===== src/rtl/sar_adc_pkg.sv =====
package sar_adc_pkg;

    typedef enum logic [1:0] {
        ST_IDLE = 2'd0,
        ST_CONV = 2'd1,
        ST_ACQ  = 2'd2
    } conv_state_e;

    localparam logic [1:0] STRAP_IRQ  = 2'd0;
    localparam logic [1:0] STRAP_FREE = 2'd2;

endpackage


===== src/rtl/sar_sync.sv =====
module sar_sync #(
    parameter int N = 3
) (
    input  logic         clk,
    input  logic         rst,
    input  logic [N-1:0] async_in,
    output logic [N-1:0] sync_out
);
    logic [N-1:0] st1_q, st2_q;

    for (genvar i = 0; i < N; i++) begin : g_bit
        logic st1_d, st2_d;

        always_comb begin
            st1_d = async_in[i];
            st2_d = st1_q[i];
        end

        always_ff @(posedge clk) begin
            if (rst) begin
                st1_q[i] <= 1'b1;
                st2_q[i] <= 1'b1;
            end else begin
                st1_q[i] <= st1_d;
                st2_q[i] <= st2_d;
            end
        end
    end

    assign sync_out = st2_q;
endmodule


===== src/rtl/sar_tick_gen.sv =====
module sar_tick_gen #(
    parameter int DIV = 4
) (
    input  logic clk,
    input  logic rst,
    output logic tick
);
    localparam int PW = (DIV > 1) ? $clog2(DIV) : 1;
    localparam logic [PW-1:0] LAST = PW'(DIV - 1);

    logic [PW-1:0] pre_d, pre_q;

    always_comb begin
        tick  = (pre_q == LAST);
        pre_d = tick ? '0 : pre_q + 1'b1;
    end

    always_ff @(posedge clk) begin
        if (rst) pre_q <= '0;
        else     pre_q <= pre_d;
    end
endmodule


===== src/rtl/sar_core.sv =====
module sar_core
    import sar_adc_pkg::*;
#(
    parameter int W = 12
) (
    input  logic         clk,
    input  logic         rst,
    input  logic [1:0]   mode_sel,
    input  logic         conv_s,
    input  logic         rd_s,
    input  logic         cs_s,
    input  logic         tick,
    input  logic         comp_in,
    output logic         hold,
    output logic         stat_n,
    output logic         oe,
    output logic [W-1:0] result,
    output logic [W-1:0] trial
);
    localparam int CW = $clog2(W + 3);
    localparam logic [CW-1:0] CNT_EARLY = CW'(W + 1);
    localparam logic [CW-1:0] CNT_LATE  = CW'(W + 2);
    localparam logic [CW-1:0] CNT_FREE  = CW'(W);
    localparam logic [W-1:0]  MSB_ONLY  = {1'b1, {(W-1){1'b0}}};

    typedef struct packed {
        conv_state_e   st;
        logic [CW-1:0] cnt;
        logic          acq;
        logic [W-1:0]  sar;
        logic [W-1:0]  result;
        logic          stat_n;
        logic          hold;
        logic          oe;
        logic          conv_prev;
        logic          rdcs_prev;
    } core_t;

    core_t d, q;
    logic  rdcs, all_low, start_evt, done, is_irq, is_free;

    always_comb begin
        is_irq    = (mode_sel == STRAP_IRQ);
        is_free   = (mode_sel == STRAP_FREE);
        rdcs      = !rd_s && !cs_s;
        all_low   = rdcs && !conv_s;
        start_evt = (!conv_s && q.conv_prev) || (all_low && !q.rdcs_prev);
    end

    always_comb begin
        d           = q;
        done        = 1'b0;
        d.conv_prev = conv_s;
        d.rdcs_prev = rdcs;
        d.oe        = rdcs;
        if (is_irq && rdcs) d.stat_n = 1'b1;

        unique case (q.st)
            ST_IDLE: begin
                if (start_evt) begin
                    d.st   = ST_CONV;
                    d.cnt  = tick ? CNT_LATE : CNT_EARLY;
                    d.sar  = MSB_ONLY;
                    d.hold = 1'b1;
                    if (!is_irq) d.stat_n = 1'b0;
                end
            end
            ST_CONV: begin
                if (tick) begin
                    if (q.cnt <= CW'(W)) begin
                        for (int i = 0; i < W; i++) begin
                            if (CW'(i + 1) == q.cnt) d.sar[i] = comp_in;
                            if (CW'(i + 2) == q.cnt) d.sar[i] = 1'b1;
                        end
                    end
                    d.cnt = q.cnt - 1'b1;
                    if (q.cnt == CW'(1)) begin
                        done     = 1'b1;
                        d.hold   = 1'b0;
                        d.result = {~d.sar[W-1], d.sar[W-2:0]};
                        d.stat_n = !is_irq;
                        d.acq    = 1'b0;
                        d.st     = (is_free && all_low) ? ST_ACQ : ST_IDLE;
                    end
                end
            end
            ST_ACQ: begin
                if (!all_low) begin
                    d.st = ST_IDLE;
                end else if (tick) begin
                    if (q.acq) begin
                        d.st     = ST_CONV;
                        d.cnt    = CNT_FREE;
                        d.sar    = MSB_ONLY;
                        d.hold   = 1'b1;
                        d.stat_n = 1'b0;
                        d.acq    = 1'b0;
                    end else begin
                        d.acq = 1'b1;
                    end
                end
            end
            default: d.st = ST_IDLE;
        endcase
    end

    always_ff @(posedge clk) begin
        if (rst) begin
            q.st        <= ST_IDLE;
            q.cnt       <= '0;
            q.acq       <= 1'b0;
            q.sar       <= '0;
            q.result    <= '0;
            q.stat_n    <= 1'b1;
            q.hold      <= 1'b0;
            q.oe        <= 1'b0;
            q.conv_prev <= 1'b1;
            q.rdcs_prev <= 1'b0;
        end else begin
            q <= d;
        end
    end

    assign hold   = q.hold;
    assign stat_n = q.stat_n;
    assign oe     = q.oe;
    assign result = q.result;
    assign trial  = q.sar;

    AST_START_NEEDS_CONV_LOW: assert property (@(posedge clk) disable iff (rst)
        $rose(q.hold) |-> $past(!conv_s));
    AST_NO_RELOAD_MIDWAY: assert property (@(posedge clk) disable iff (rst)
        (q.st == ST_CONV && !tick) |=> (q.st == ST_CONV && $stable(q.cnt)));
    AST_COUNT_NONZERO: assert property (@(posedge clk) disable iff (rst)
        (q.st == ST_CONV) |-> (q.cnt != '0));
    AST_HOLD_WHILE_CONV: assert property (@(posedge clk) disable iff (rst)
        (q.st == ST_CONV) |-> q.hold);
    AST_IRQ_AFTER_DONE: assert property (@(posedge clk) disable iff (rst)
        (is_irq && $past(done)) |-> !q.stat_n);
    AST_BUSY_FOLLOWS_HOLD: assert property (@(posedge clk) disable iff (rst)
        !is_irq |-> (q.stat_n == !q.hold));
    AST_RESULT_HELD: assert property (@(posedge clk) disable iff (rst)
        !$past(done) |-> $stable(q.result));
    AST_TRACK_IN_GAP: assert property (@(posedge clk) disable iff (rst)
        (q.st == ST_ACQ) |-> !q.hold);
endmodule


===== src/rtl/sar_adc_ctrl.sv =====
module sar_adc_ctrl #(
    parameter int W        = 12,
    parameter int TICK_DIV = 4
) (
    input  logic         clk,
    input  logic         rst,
    input  logic [1:0]   mode_sel,
    input  logic         conv_n,
    input  logic         rd_n,
    input  logic         cs_n,
    input  logic         comp_in,
    output logic         th_hold,
    output logic         stat_n,
    output logic         data_oe,
    output logic [W-1:0] data_out,
    output logic [W-1:0] dac_trial
);
    localparam int NSYNC = 3;

    logic [NSYNC-1:0] strobes_s;
    logic             tick;
    logic [W-1:0]     result;

    sar_sync #(.N(NSYNC)) u_sync (
        .clk      (clk),
        .rst      (rst),
        .async_in ({conv_n, rd_n, cs_n}),
        .sync_out (strobes_s)
    );

    sar_tick_gen #(.DIV(TICK_DIV)) u_tick (
        .clk  (clk),
        .rst  (rst),
        .tick (tick)
    );

    sar_core #(.W(W)) u_core (
        .clk      (clk),
        .rst      (rst),
        .mode_sel (mode_sel),
        .conv_s   (strobes_s[2]),
        .rd_s     (strobes_s[1]),
        .cs_s     (strobes_s[0]),
        .tick     (tick),
        .comp_in  (comp_in),
        .hold     (th_hold),
        .stat_n   (stat_n),
        .oe       (data_oe),
        .result   (result),
        .trial    (dac_trial)
    );

    assign data_out = data_oe ? result : '0;
endmodule


===== config.mk =====
export PLATFORM = sky130hd
export DESIGN_NAME = sar_adc_ctrl
export DESIGN_NICKNAME = d
export VERILOG_FILES = /design/src/rtl/sar_adc_pkg.sv /design/src/rtl/sar_sync.sv /design/src/rtl/sar_tick_gen.sv /design/src/rtl/sar_core.sv /design/src/rtl/sar_adc_ctrl.sv
export SDC_FILE = /design/constraint.sdc
export NUM_CORES = 1
export LEC_CHECK = 0
export CAP_MARGIN = 30
export CORE_UTILIZATION = 49
export DETAILED_ROUTE_END_ITERATION = 10
export PLACE_DENSITY = 0.73
export SETUP_SLACK_MARGIN = 0.02
export SYNTH_ARGS = -nofsm -noshare
export SYNTH_HDL_FRONTEND = slang
export SYNTH_HIERARCHICAL = 1
export SYNTH_SLANG_ARGS = --single-unit

===== constraint.sdc =====
create_clock -name clk -period 1.9 [get_ports clk]
set_input_delay 0.285 -clock clk [delete_from_list [all_inputs] [get_ports clk]]
set_output_delay 0.285 -clock clk [all_outputs]
set_load 0.03 [all_outputs]

Yosys cells after proc, flatten, opt, wreduce, memory -nomap -nowiden
Index checks and enable logic that the tools add are counted.
{ "totals": {"register_bits": 43, "input_bits": 8, "out_inout_bits": 27, "elab_cells": 121} }
{ "classes": {"add_sub_neg": 2, "magnitude_cmp": 1, "n_eq_ne": 26, "muxes": 53, "bitwise_logic": 1, "reduce_logical": 22} }
{ "ops": {"columns": ["cell", "n"], "rows": [
  ["two-way mux 12 bit", 6],
  ["one-hot mux 12 bit (3 select lines)", 1],
  ["two-way mux 33 bit", 1],
  ["two-way mux 1 bit", 28],
  ["== test 4 bit, first input constant", 6],
  ["two-way mux 19 bit", 1],
  ["two-way mux 17 bit", 1],
  ["== test 3 x 4 -> 1 bit, first input constant", 4],
  ["two-way mux 2 bit", 8],
  ["two-way mux 14 bit", 1],
  ["two-way mux 6 bit", 2],
  ["inequality test 2 x 1 -> 1 bit, second input constant", 6],
  ["one-hot mux 2 bit (3 select lines)", 2],
  ["one-hot mux 4 bit (3 select lines)", 1],
  ["AND reduction 5 bit", 2],
  ["== test 2 x 4 -> 1 bit, first input constant", 2],
  ["AND reduction 7 bit", 1],
  ["== test 2 bit, second input constant", 3],
  ["logical AND 1 bit", 6],
  ["inequality test 3 x 2 -> 1 bit, second input constant", 2],
  ["AND reduction 6 bit", 1],
  ["zero test 1 bit", 5],
  ["== test 1 x 4 -> 1 bit, first input constant", 1],
  ["== test 4 x 1 -> 1 bit, second input constant", 1],
  ["12 further kinds", 13]
]} }

Longest topological paths before layout
Gate-level depths: netlist of run 1.
{ "logic_depth": {"word_depth": 10, "ltp_mapped": 9} }

Modules after synthesis
Netlist of run 1, hierarchy kept.
{ "by_module_without_submodules": {"columns": ["module", "n_inst", "cells_each", "area_each_um2", "seq_area_each_um2"], "rows": [
  ["sar_core", 1, 272, 2069.5, 700.7],
  ["sar_sync", 1, 12, 157.7, 120.1],
  ["sar_adc_ctrl", 1, 13, 96.3, 0.0],
  ["sar_tick_gen", 1, 5, 75.1, 40.0]
]} }

Least setup slack after synthesis of run 1
Ideal clock, no wire load.
{ "synth_timing": {"kind": "register to register", "start": "register u_core/q[30] (netlist name)", "end": "register u_core/q[34] (netlist name)", "setup_ns": 0.070, "arrival_time_ns": 1.830, "required_time_ns": 1.830, "setup_slack_ns": -0.001, "stages_incl_launch_ff": 8, "path_cell_list": "dfxtp_1 -> ha_1 -> buf_6 -> or3b_4 -> a22oi_2 -> o221ai_2 -> or3_1 -> a21oi_1"} }
{ "synth_between": {"elab_chain_len": 3} }
{ "synth_lines": {"columns": ["item", "line", "text"], "rows": [
  ["start: declaration", "sar_core.sv:39", "core_t d, q;"],
  ["== test 4 x 1 -> 1 bit", "sar_core.sv:77", "if (q.cnt == CW'(1)) begin"],
  ["inequality test 2 x 1 -> 1 bit (no line)", null, null],
  ["AND reduction 5 bit (no line)", null, null]
]} }
Every way passes these cells.
A chain may end at the register's enable or synchronous reset.

Final worst setup path of run 1
{ "layout_timing": {"start": "register u_core/q[30] (netlist name)", "end": "register, netlist name u_core/stat_n"} }
{ "layout_between": {"elab_chain_len": 4} }
{ "layout_lines": {"columns": ["item", "line", "text"], "rows": [
  ["== test 4 x 1 -> 1 bit", "sar_core.sv:77", null],
  ["two-way mux 14 bit", "sar_core.sv:77", null],
  ["two-way mux 33 bit", "sar_core.sv:69", "if (tick) begin"],
  ["one-hot mux 2 bit (3 select lines)", "sar_core.sv:58", "unique case (q.st)"]
]} }
Every way passes these cells. The select of a mux whose other input is x is not followed.

==> summary.md, run 1 <==
| Metric | Value |
|---|---|
| Status | `complete, no violations` |
| Detailed Place HPWL | `3930 um` |
| CTS tree | `done` |
| Kind of critical path | `reg2reg` |
| Clk sink count | `43` |
| Final nets | `341` |
| Period Utilization, post-route | `96.5%` |
| Cells after Synth | `302` |
| R2r worst-path depth | `7` |
| Clock Pin Slew Worst Setup and Hold Paths | `about 90 ps` |
| Crit path depth | `7` |
| Initial DRC count | `about 180` |
| Antenna-violating nets left | `0` |
| DR vias | `~2,200` |
| Critical Path Source | `u_core/q[30]` |
| Ys Warns | `6` |
| Final Max Slew Viols | `0` |
| Diodes inserted | `0` |
| TritonCTS buffer count | `5` |
| Worst setup EP type | `flop` |
| Commonest cells after routing, fill and taps aside | `a21oi_1, dfxtp_1, nand2_1` |
| Syn avg cell area | `7.94 um^2` |
| VDD IR max | `0.439 mV` |
| Multi-input gate area | `approximately 1200 um^2` |
| Post-synth EDFFs | `0` |
| Worst Path Max Fanout | `6` |
| P_leak | `~1.1 nW` |
| Fmax achieved | `between 500 and 600 MHz` |
| Wire length per cell | `13.9 um` |
| RR Startpoint | `u_core/q[30]` |
| DIE WIDTH | `between 70 and 80 um` |
| FFs w/ async S/R, synth | `0%` |
| GP Congestion | `0.941` |
| Crit-path leading delay family | `simple AND/OR/NAND/NOR gates` |
| Rel. slew slack | `67.7%` |
| First-pass DRT Iterations | `4` |
| CP peak stage delay | `about 390 ps` |
| Rows | `25` |
| CTS root buffer | `clkbuf_8` |
| CP endpoint | `u_core/stat_n` |
| Layout cell share with drive strength beyond 1 | `18.5%` |
| Initial Utilization | `50.8%` |
| Storage cell area | `866 um^2` |
| Final Hold Slack | `slightly above 400 ps` |
| Core area | `about 4700 um^2` |
| Fin crit period | `1830 ps` |
| Die area | `roughly 5200 um^2` |
| Pwr Density | `807 nW/um^2` |
| Hold Crit Depth | `1` |
| Residual DRC | `0` |
| H-Tree Depth | `2` |
| Total Routed Length | `about 5500 um` |
| RSZ-0062 raised after global routing | `true` |
| Area grow syn2layout | `18.5%` |
| Final hold vios | `0` |
| Synthesized Nets | `319` |
| GRT Total Usage | `about 22%` |
| Critical Path, Cell by Cell | `ha_2 -> or3b_4 -> buf_4 -> o21ai_1 -> nand3_1 -> a21oi_1 -> o21ai_0` |
| Tightest Hold Check Type | `reg2reg` |
| Vias in the first global route | `approximately 2,000` |
| Core Util, Final | `60.2%` |
| # Max-Cap Violations | `0` |
| Setup_tns | `0 ps` |
| Remaining global-route overflow | `0` |
| Post-synth top flop | `dfxtp_1` |
| Largest net degree at the start of global routing | `35` |
| Layout fillers | `443` |
| Post-synthesis cell area | `2400 um^2` |
| First-pass GRT wire length | `~9000 um` |
| Crit path required time | `2070 ps` |
| Clk_skew | `~9 ps` |
| IO Port Bufs | `34` |
| Most common cell after layout, fill and taps aside | `a21oi_1` |
| Antenna violations before repair | `0` |
| Post-synthesis register bit count | `43` |
| Sequential area share after synthesis | `35.9%` |
| R2r setup slk | `70 ps` |
| Unique masters post-synth | `46` |
| CP Buf/Inv Count | `1` |
| Reg2reg end | `u_core/stat_n` |
| Final setup vio count | `0` |
| Die Span Y | `72.0 um` |
| Clock tree buffer depth | `2` |
| Worst slew pin tran | `484 ps` |
| Via density | `5.49` |
| IO Count | `35` |
| Crit path DAT | `roughly 2000 ps` |
| Clk_lat worst skew | `300 ps` |
| Crit-path slowest cell | `dfxtp_2` |
| Worst Setup Start Kind | `flop` |
[per-stage QoR]
step | instances | worst slack, ps | cell area, um^2 | power (mW)
6_report | 392 | 67.0 | 2840 | 2.29
5_1_grt | 392 | -5.23 | 2840 | 2.41
4_1_cts | 391 | 21.3 | 2800 | 2.28
3_5_place_dp | 383 | 29.1 | 2730 | 1.70
3_3_place_gp | 383 | 120 | 2730 | 1.68
2_1_floorplan | 302 | 33.0 | 2400 | 1.49
[power breakdown]
group	total, mW	switching [mW]	leakage [nW]	internal, mW
registers	1.00	0.0533	0.351	0.950
logic	0.709	0.400	0.726	0.308
clock network	0.580	0.323	0.0412	0.257
total	2.29	0.777	1.12	1.52
[per-layer routing]
| metal | track usage [%] | routed length, um | up-vias |
|---|---|---|---|
| met3 | 4.72 | 295 | 17 |
| li1 | - | - | 1055 |
| met4 | 12.2 | 172 | 0 |
| met1 | 25.4 | 2250 | 1003 |
| met2 | 38.5 | 2740 | 78 |
| met5 | 0 | 0 | - |
[worst min path at each step]
stage               slack (ps)                  to                  start
CTS                        410  u_sync/sync_out[1]  u_sync/g_bit[1].st2_d
floorplan                  350     u_tick/pre_q[0]                    rst
finish                     410  u_sync/sync_out[1]  u_sync/g_bit[1].st2_d
global placement           390  u_sync/sync_out[1]  u_sync/g_bit[1].st2_d
detailed placement         390  u_sync/sync_out[1]  u_sync/g_bit[1].st2_d
global route               430  u_sync/sync_out[1]  u_sync/g_bit[1].st2_d
[flip-flops by register name, indices dropped and copies added, names as in the netlist]
name,flops
u_core/trial,12
u_tick/pre_q,2
u_sync/g_bit.st2_d,3
u_core/stat_n,1
u_core/hold,1
u_core/q,9
u_sync/sync_out,3
u_core/result,12
[final cells by class]
cell class,instances,share of cell area [%]
flip-flops and latches,43,30.5
inverters,13,1.72
clock inverters,2,0.440
well taps,67,2.95
repair buffers,56,18.5
clock buffers,6,2.55
multi-input cells,205,43.3
[repair_timing]
action	in CTS	in global routing
buffers inserted	0	1
hold buffers	0	0
setup endpoints to repair	10	22
hold endpoints to repair	0	0
gates resized for setup	10	15
pin swaps	0	3
[cell usage after synthesis, types with 4 or more instances]
| cell | count | share of area, % |
|---|---|---|
| nand2_1 | 38 | 5.9 |
| nor3_1 | 5 | 1.0 |
| and2_1 | 4 | 1.0 |
| nor2_1 | 22 | 3.4 |
| and2_2 | 8 | 2.5 |
| ha_1 | 9 | 4.7 |
| a311oi_1 | 4 | 1.5 |
| nand3_1 | 14 | 2.9 |
| a21oi_1 | 44 | 9.2 |
| a31oi_1 | 4 | 1.0 |
| buf_4 | 24 | 7.5 |
| o21ai_0 | 12 | 2.5 |
| inv_1 | 13 | 2.0 |
| or2_1 | 6 | 1.6 |
| clkbuf_1 | 10 | 1.6 |
| dfxtp_1 | 43 | 36 |
[cells by family after synthesis]
kind of cell | count (synthesis) | share of synthesized area [%]
fa+ha+maj | 9 | 4.69
simple gates | 117 | 25.2
mux | 2 | 0.887
compound gates | 77 | 19.6
buf+inv | 54 | 13.7
flops | 43 | 35.9
Note: power is estimated with default switching activity, not from simulation.
==> run 2, diff against run 1 <==
--- a/config.mk
+++ b/config.mk
@@ -6,9 +6,9 @@
 export NUM_CORES = 1
 export LEC_CHECK = 0
 export CAP_MARGIN = 30
-export CORE_UTILIZATION = 49
+export CORE_UTILIZATION = 58
 export DETAILED_ROUTE_END_ITERATION = 10
-export PLACE_DENSITY = 0.73
+export PLACE_DENSITY = 0.81
 export SETUP_SLACK_MARGIN = 0.02
 export SYNTH_ARGS = -nofsm -noshare
 export SYNTH_HDL_FRONTEND = slang
==> constraint.sdc (replaced) <==
create_clock -name clk -period 2.3 [get_ports clk]
set_input_delay 0.345 -clock clk [delete_from_list [all_inputs] [get_ports clk]]
set_output_delay 0.345 -clock clk [all_outputs]
set_load 0.03 [all_outputs]
==> run 2 against run 1 <==
Net effect: final cell count is 7.1% lower; sequential cell count did not move; utilization increased by 7.6 points; count of clock-buffer cells in the layout did not move; register-to-register slack better by 140 ps; largest cell class unchanged; worst setup slack improved by 140 ps; clock skew is 4.9 ps lower; hold slack better by 5.0 ps; combinational power decreased by 26%; clock power is 18% lower; total power shrank 20%.
==> summary.md, run 2 (synthesized netlist as in run 1, its figures left out) <==
| Metric | Value |
|---|---|
| Status | `complete, no violations` |
| Post-CTS setup buffers | `0` |
| R2r setup slk | `210 ps` |
| Final nets | `330` |
| DR vias | `2,066` |
| Kind of critical path | `reg2reg` |
| Clk_skew | `4.17 ps` |
| Wire length per cell | `between 10 and 15 um` |
| Antenna-violating nets left | `0` |
| Via density | `~5.7` |
| Detailed Place HPWL | `3690 um` |
| Diodes inserted | `0` |
| Storage cell area | `861 um^2` |
| R2r worst-path depth | `6` |
| CTS tree | `done` |
| Worst Setup Start Kind | `flop` |
| P_leak | `0.961 nW` |
| DIE WIDTH | `66.3 um` |
| Sw Ratio | `34.1%` |
| Clk_lat worst skew | `300 ps` |
| Remaining global-route overflow | `0` |
| Final Max Slew Viols | `0` |
| Setup_tns | `0 ps` |
| Fin crit period | `approximately 2100 ps` |
| Crit path required time | `2530 ps` |
| Clock tree buffer depth | `2` |
| Largest net degree at the start of global routing | `30` |
| Tightest Hold Check Type | `reg2reg` |
| Antenna violations before repair | `0` |
| TritonCTS buffer count | `5` |
| Clock Pin Slew Worst Setup and Hold Paths | `80 ps` |
| Fin cells | `364` |
| VDD IR max | `0.397 mV` |
| Area grow syn2layout | `12.2%` |
| GP Congestion | `0.915` |
| Final Hold Slack | `410 ps` |
| Initial DRC count | `152` |
| # Max-Cap Violations | `0` |
| Worst setup EP type | `flop` |
| Crit path DAT | `2320 ps` |
| Hold Crit Depth | `1` |
| Hold Path Origin | `u_sync/g_bit[2].st2_d` |
| Total power | `1.82 mW` |
| Vias in the first global route | `1,880` |
| Worst slew pin tran | `466 ps` |
| CTS root buffer | `clkbuf_8` |
| Reg2reg end | `u_core/q[34]` |
| IO Count | `35` |
| Gate power share | `28.7%` |
| Die Span Y | `66.3 um` |
| Final hold vios | `0` |
| Most common cell after layout, fill and taps aside | `a21oi_1` |
| Dpl cells | `356` |
| Residual DRC | `0` |
| H-Tree Depth | `2` |
| Pwr Density | `678 nW/um^2` |
| GRT Total Usage | `25.0%` |
| RR Startpoint | `u_core/q[30]` |
| IO Port Bufs | `34` |
| Commonest cells after routing, fill and taps aside | `a21oi_1, dfxtp_1, nand2_1` |
| Internal Power | `1.20 mW` |
| Rel. slew slack | `68.8%` |
| Rows | `23` |
| Power share of the clock group | `26.0%` |
| Worst Path Max Fanout | `10` |
| Layout cell share with drive strength beyond 1 | `12.1%` |
| Fmax achieved | `approximately 480 MHz` |
| Die area | `4400 um^2` |
| Layout fillers | `about 340` |
| Clk sink count | `between 40 and 50` |
| Core area | `3970 um^2` |
| Sequential power share | `45.3%` |
| First-pass GRT wire length | `8290 um` |
| RSZ-0062 raised after global routing | `false` |
| First-pass DRT Iterations | `5` |
| Multi-input gate area | `between 1000 and 1500 um^2` |
| Switching power | `approximately 0.62 mW` |
| Worst Hold Path EP | `u_sync/sync_out[2]` |
| Initial Utilization | `between 60 and 70%` |
| Total Routed Length | `about 5100 um` |
| Final setup vio count | `0` |
| Period Utilization, post-route | `90.9%` |
-- run 2: cell types whose count changed in the layout (fill, tap and decap cells not counted), moves of 2 or more --
cell             previous run  this run
ha_1                        6         8
dlymetal6s2s_1              3         0
dfxtp_1                    39        43
dfxtp_2                     4         0
buf_12                      2         0
buf_4                      20        11
ha_2                        3         1
clkdlybuf4s50_1            22        34
nor2_2                      2         0
dlygate4sd2_1               9         0
nor2_1                     20        22
-- run 2: critical path: stages, from the launching register on --
cell	delay, ps
dfxtp_1	420
ha_2	300
or3b_4	430
a22oi_2	210
o221ai_2	140
or3_1	370
a21oi_1	150
-- run 2: layout make-up --
cell class	count	share of cell area [%]
clock buffers	6	2.70
clock inverters	2	0.465
inverters	13	1.81
multi-input cells	205	45.0
flip-flops and latches	43	32.0
well taps	50	2.32
repair buffers	45	15.7
-- run 2: worst max-delay path by stage --
stage / startpoint / to / slack [ps]
after floorplan: u_core/q[30] / u_core/q[34] / 400
after global placement: u_core/q[30] / u_core/q[34] / 280
after detailed placement: u_core/q[30] / u_core/q[34] / 170
after CTS: u_core/q[30] / u_core/q[34] / 140
after global routing: u_core/q[30] / u_core/q[34] / 70
final: u_core/q[30] / u_core/q[34] / 210
-- run 2: metal layers --
metal	GRT usage (%)	wire (um)	up-vias
li1	-	-	1031
met1	29.0	2180	959
met2	44.9	2590	68
met3	5.69	234	8
met4	8.24	72	0
met5	0	0	-
-- run 2: stage by stage --
| stage | utilization, % | worst slack [ps] | area, um^2 |
|---|---|---|---|
| after floorplan | - | 399 | 2400 |
| after global placement | 65.6 | 281 | 2600 |
| after detailed placement | 65.6 | 173 | 2600 |
| after CTS | 67.7 | 145 | 2690 |
| after global routing | 67.8 | 69.8 | 2690 |
| final | 67.8 | 210 | 2690 |
-- run 2: power by group through the flow --
stage | Combinational, mW | Sequential, mW | Clock (mW)
after floorplan | 0.397 | 0.833 | 0
after global routing | 0.573 | 0.832 | 0.511
after CTS | 0.511 | 0.824 | 0.484
final | 0.524 | 0.826 | 0.474
after global placement | 0.496 | 0.839 | 0
after detailed placement | 0.509 | 0.842 | 0
-- run 2: what timing repair did --
item	4_1_cts	5_1_grt
gates resized for setup	0	1
hold buffers	0	0
endpoints found under the setup margin	0	1
==> run 3, diff against run 2 <==
--- a/config.mk
+++ b/config.mk
@@ -6,9 +6,10 @@
 export NUM_CORES = 1
 export LEC_CHECK = 0
 export CAP_MARGIN = 30
-export CORE_UTILIZATION = 58
+export CORE_UTILIZATION = 60
+export CTS_BUF_LIST = sky130_fd_sc_hd__clkbuf_8
 export DETAILED_ROUTE_END_ITERATION = 10
-export PLACE_DENSITY = 0.81
+export PLACE_DENSITY = 0.84
 export SETUP_SLACK_MARGIN = 0.02
 export SYNTH_ARGS = -nofsm -noshare
 export SYNTH_HDL_FRONTEND = slang
==> run 3 against run 2 <==
Net effect: first-iteration DRC count rose by 29%; count of clock-buffer cells in the layout is 1 lower; highest routed layer unchanged; clock power is 3% higher; final cell count down 0.82%.
==> summary.md, run 3 (synthesized netlist as in run 1, its figures left out) <==
| Metric | Value |
|---|---|
| Status | `complete, no violations` |
| Crit path DAT | `around 1700 ps` |
| GP Congestion | `0.892` |
| H-Tree Depth | `2` |
| First-pass GRT wire length | `8780 um` |
| Die area | `4250 um^2` |
| Fmax achieved | `497 MHz` |
| RR Startpoint | `u_core/q[35]` |
| Clock Pin Slew Worst Setup and Hold Paths | `80 ps` |
| Worst Setup Start Kind | `flop` |
| CTS tree | `done` |
| Kind of critical path | `reg2out` |
| Final worst slack | `289 ps` |
| Crit-path slowest cell | `clkdlybuf4s50_1` |
| Initial DRC count | `196` |
| Via density | `5.69` |
| Clock tree buffer depth | `2` |
| Detailed Place HPWL | `about 3600 um` |
| CTS root buffer | `clkbuf_8` |
| Layout fillers | `320` |
| Final Max Slew Viols | `0` |
| Layout cell share with drive strength beyond 1 | `11.8%` |
| RSZ-0062 raised after global routing | `false` |
| Antenna-violating nets left | `0` |
| Clk_skew | `around 6.9 ps` |
| R2r setup slk | `between 200 and 300 ps` |
| VDD IR max | `0.527 mV` |
| Setup_tns | `0 ps` |
| Rows | `22` |
| Worst Path Max Fanout | `13` |
| Post-CTS sizing | `0` |
| R2r worst-path depth | `7` |
| Crit path required time | `1960 ps` |
| Clk_lat worst skew | `approximately 300 ps` |
| First-pass DRT Iterations | `4` |
| Pwr Density | `674 nW/um^2` |
| WL met3 | `266 um` |
| Final nets | `between 300 and 400` |
| Antenna violations before repair | `0` |
| Vias in the first global route | `roughly 1,900` |
| Area grow syn2layout | `11.8%` |
| Tightest Hold Check Type | `reg2reg` |
| DIE WIDTH | `roughly 65 um` |
| Core area | `3740 um^2` |
| DR vias | `2,053` |
| CP peak stage delay | `680 ps` |
| GRT Total Usage | `26.5%` |
| Post-CTS setup buffers | `0` |
| Rel. slew slack | `66.2%` |
| Period Utilization, post-route | `87.4%` |
| # Max-Cap Violations | `0` |
| Largest net degree at the start of global routing | `45` |
| Clk sink count | `43` |
| Initial Utilization | `64.1%` |
| Most common cell after layout, fill and taps aside | `a21oi_1` |
| WL met2 | `~2600 um` |
| Cts hold-fix bufs | `0` |
| Residual DRC | `0` |
| P_leak | `about 0.96 nW` |
| TritonCTS buffer count | `5` |
| Diodes inserted | `0` |
| Critical Path, Cell by Cell | `buf_4 -> and2_2 -> clkdlybuf4s50_1` |
| Remaining global-route overflow | `0` |
| Routed metal-1 wire length | `2210 um` |
| Final hold vios | `0` |
| Worst setup EP type | `primary output` |
| Worst slew pin tran | `roughly 500 ps` |
| Wire length per cell | `14.2 um` |
| DR top layer | `met4` |
| Commonest cells after routing, fill and taps aside | `a21oi_1, dfxtp_1, nand2_1` |
| Hold Path Origin | `u_sync/g_bit[0].st2_d` |
| Hold Crit Depth | `1` |
| Worst Hold Path EP | `u_sync/sync_out[0]` |
| Reg2reg end | `u_core/result[10]` |
| IO Port Bufs | `34` |
| Total Routed Length | `5120 um` |
| Die Span Y | `about 65 um` |
| Worst slack, placed | `362 ps` |
| IO Count | `35` |
| Final setup vio count | `0` |
| Fin crit period | `between 2000 and 2500 ps` |
-- run 3: cell count changes in the layout (fill, tap and decap cells not counted), sizes merged --
cell      delta
buf          -1
clkbuf       -1
clkinvlp     +1
-- run 3: how the worst max path moves through the flow --
stage | startpoint | endpoint | slack [ps] | cells past startpoint
final | u_core/q[0] | data_out[0] | 290 | 3
after detailed placement | u_core/q[35] | u_core/result[10] | 360 | 7
after global placement | u_core/q[35] | u_core/result[10] | 400 | 7
after floorplan | u_core/q[30] | u_core/q[34] | 400 | 7
after CTS | u_core/q[0] | data_out[0] | 270 | 3
after global routing | u_core/q[35] | u_core/result[10] | 130 | 7
-- run 3: worst max-delay path: cells and delay by family, from the launching register on --
kind / cells / cell delay (ps)
flops: 1 / 350
simple gates: 1 / 160
buf+inv: 2 / 860
-- run 3: cell type report --
class	instances	area, um^2	area share, %
clock buffers	5	68.8	2.57
clock inverters	3	20.0	0.746
inverters	13	48.8	1.82
multi-input cells	205	1210	45.1
flip-flops and latches	43	861	32.1
well taps	48	60.1	2.24
repair buffers	44	415	15.5
-- run 3: routing by layer --
metal / vias to the layer above / global-route usage, %
li1: 1028 / -
met1: 946 / 32.7
met2: 71 / 45.2
met3: 8 / 6.08
met4: 0 / 8.70
met5: - / 0
-- run 3: power breakdown --
part	switching [mW]	internal (mW)	leakage (nW)	total, mW
Combinational	0.293	0.192	0.567	0.485
Sequential	0.0557	0.782	0.349	0.838
Clock	0.275	0.211	0.0402	0.486
-- run 3: per-stage QoR --
step | cells | hold slack (ps) | total power [mW] | instance area [um^2] | util [%]
global route | 361 | 420 | 1.90 | 2680 | 71.7
global placement | 353 | 385 | 1.32 | 2590 | 69.3
floorplan | 302 | 383 | 1.23 | 2400 | -
finish | 361 | 410 | 1.81 | 2680 | 71.7
CTS | 361 | 410 | 1.81 | 2680 | 71.7
detailed placement | 353 | 390 | 1.33 | 2590 | 69.3
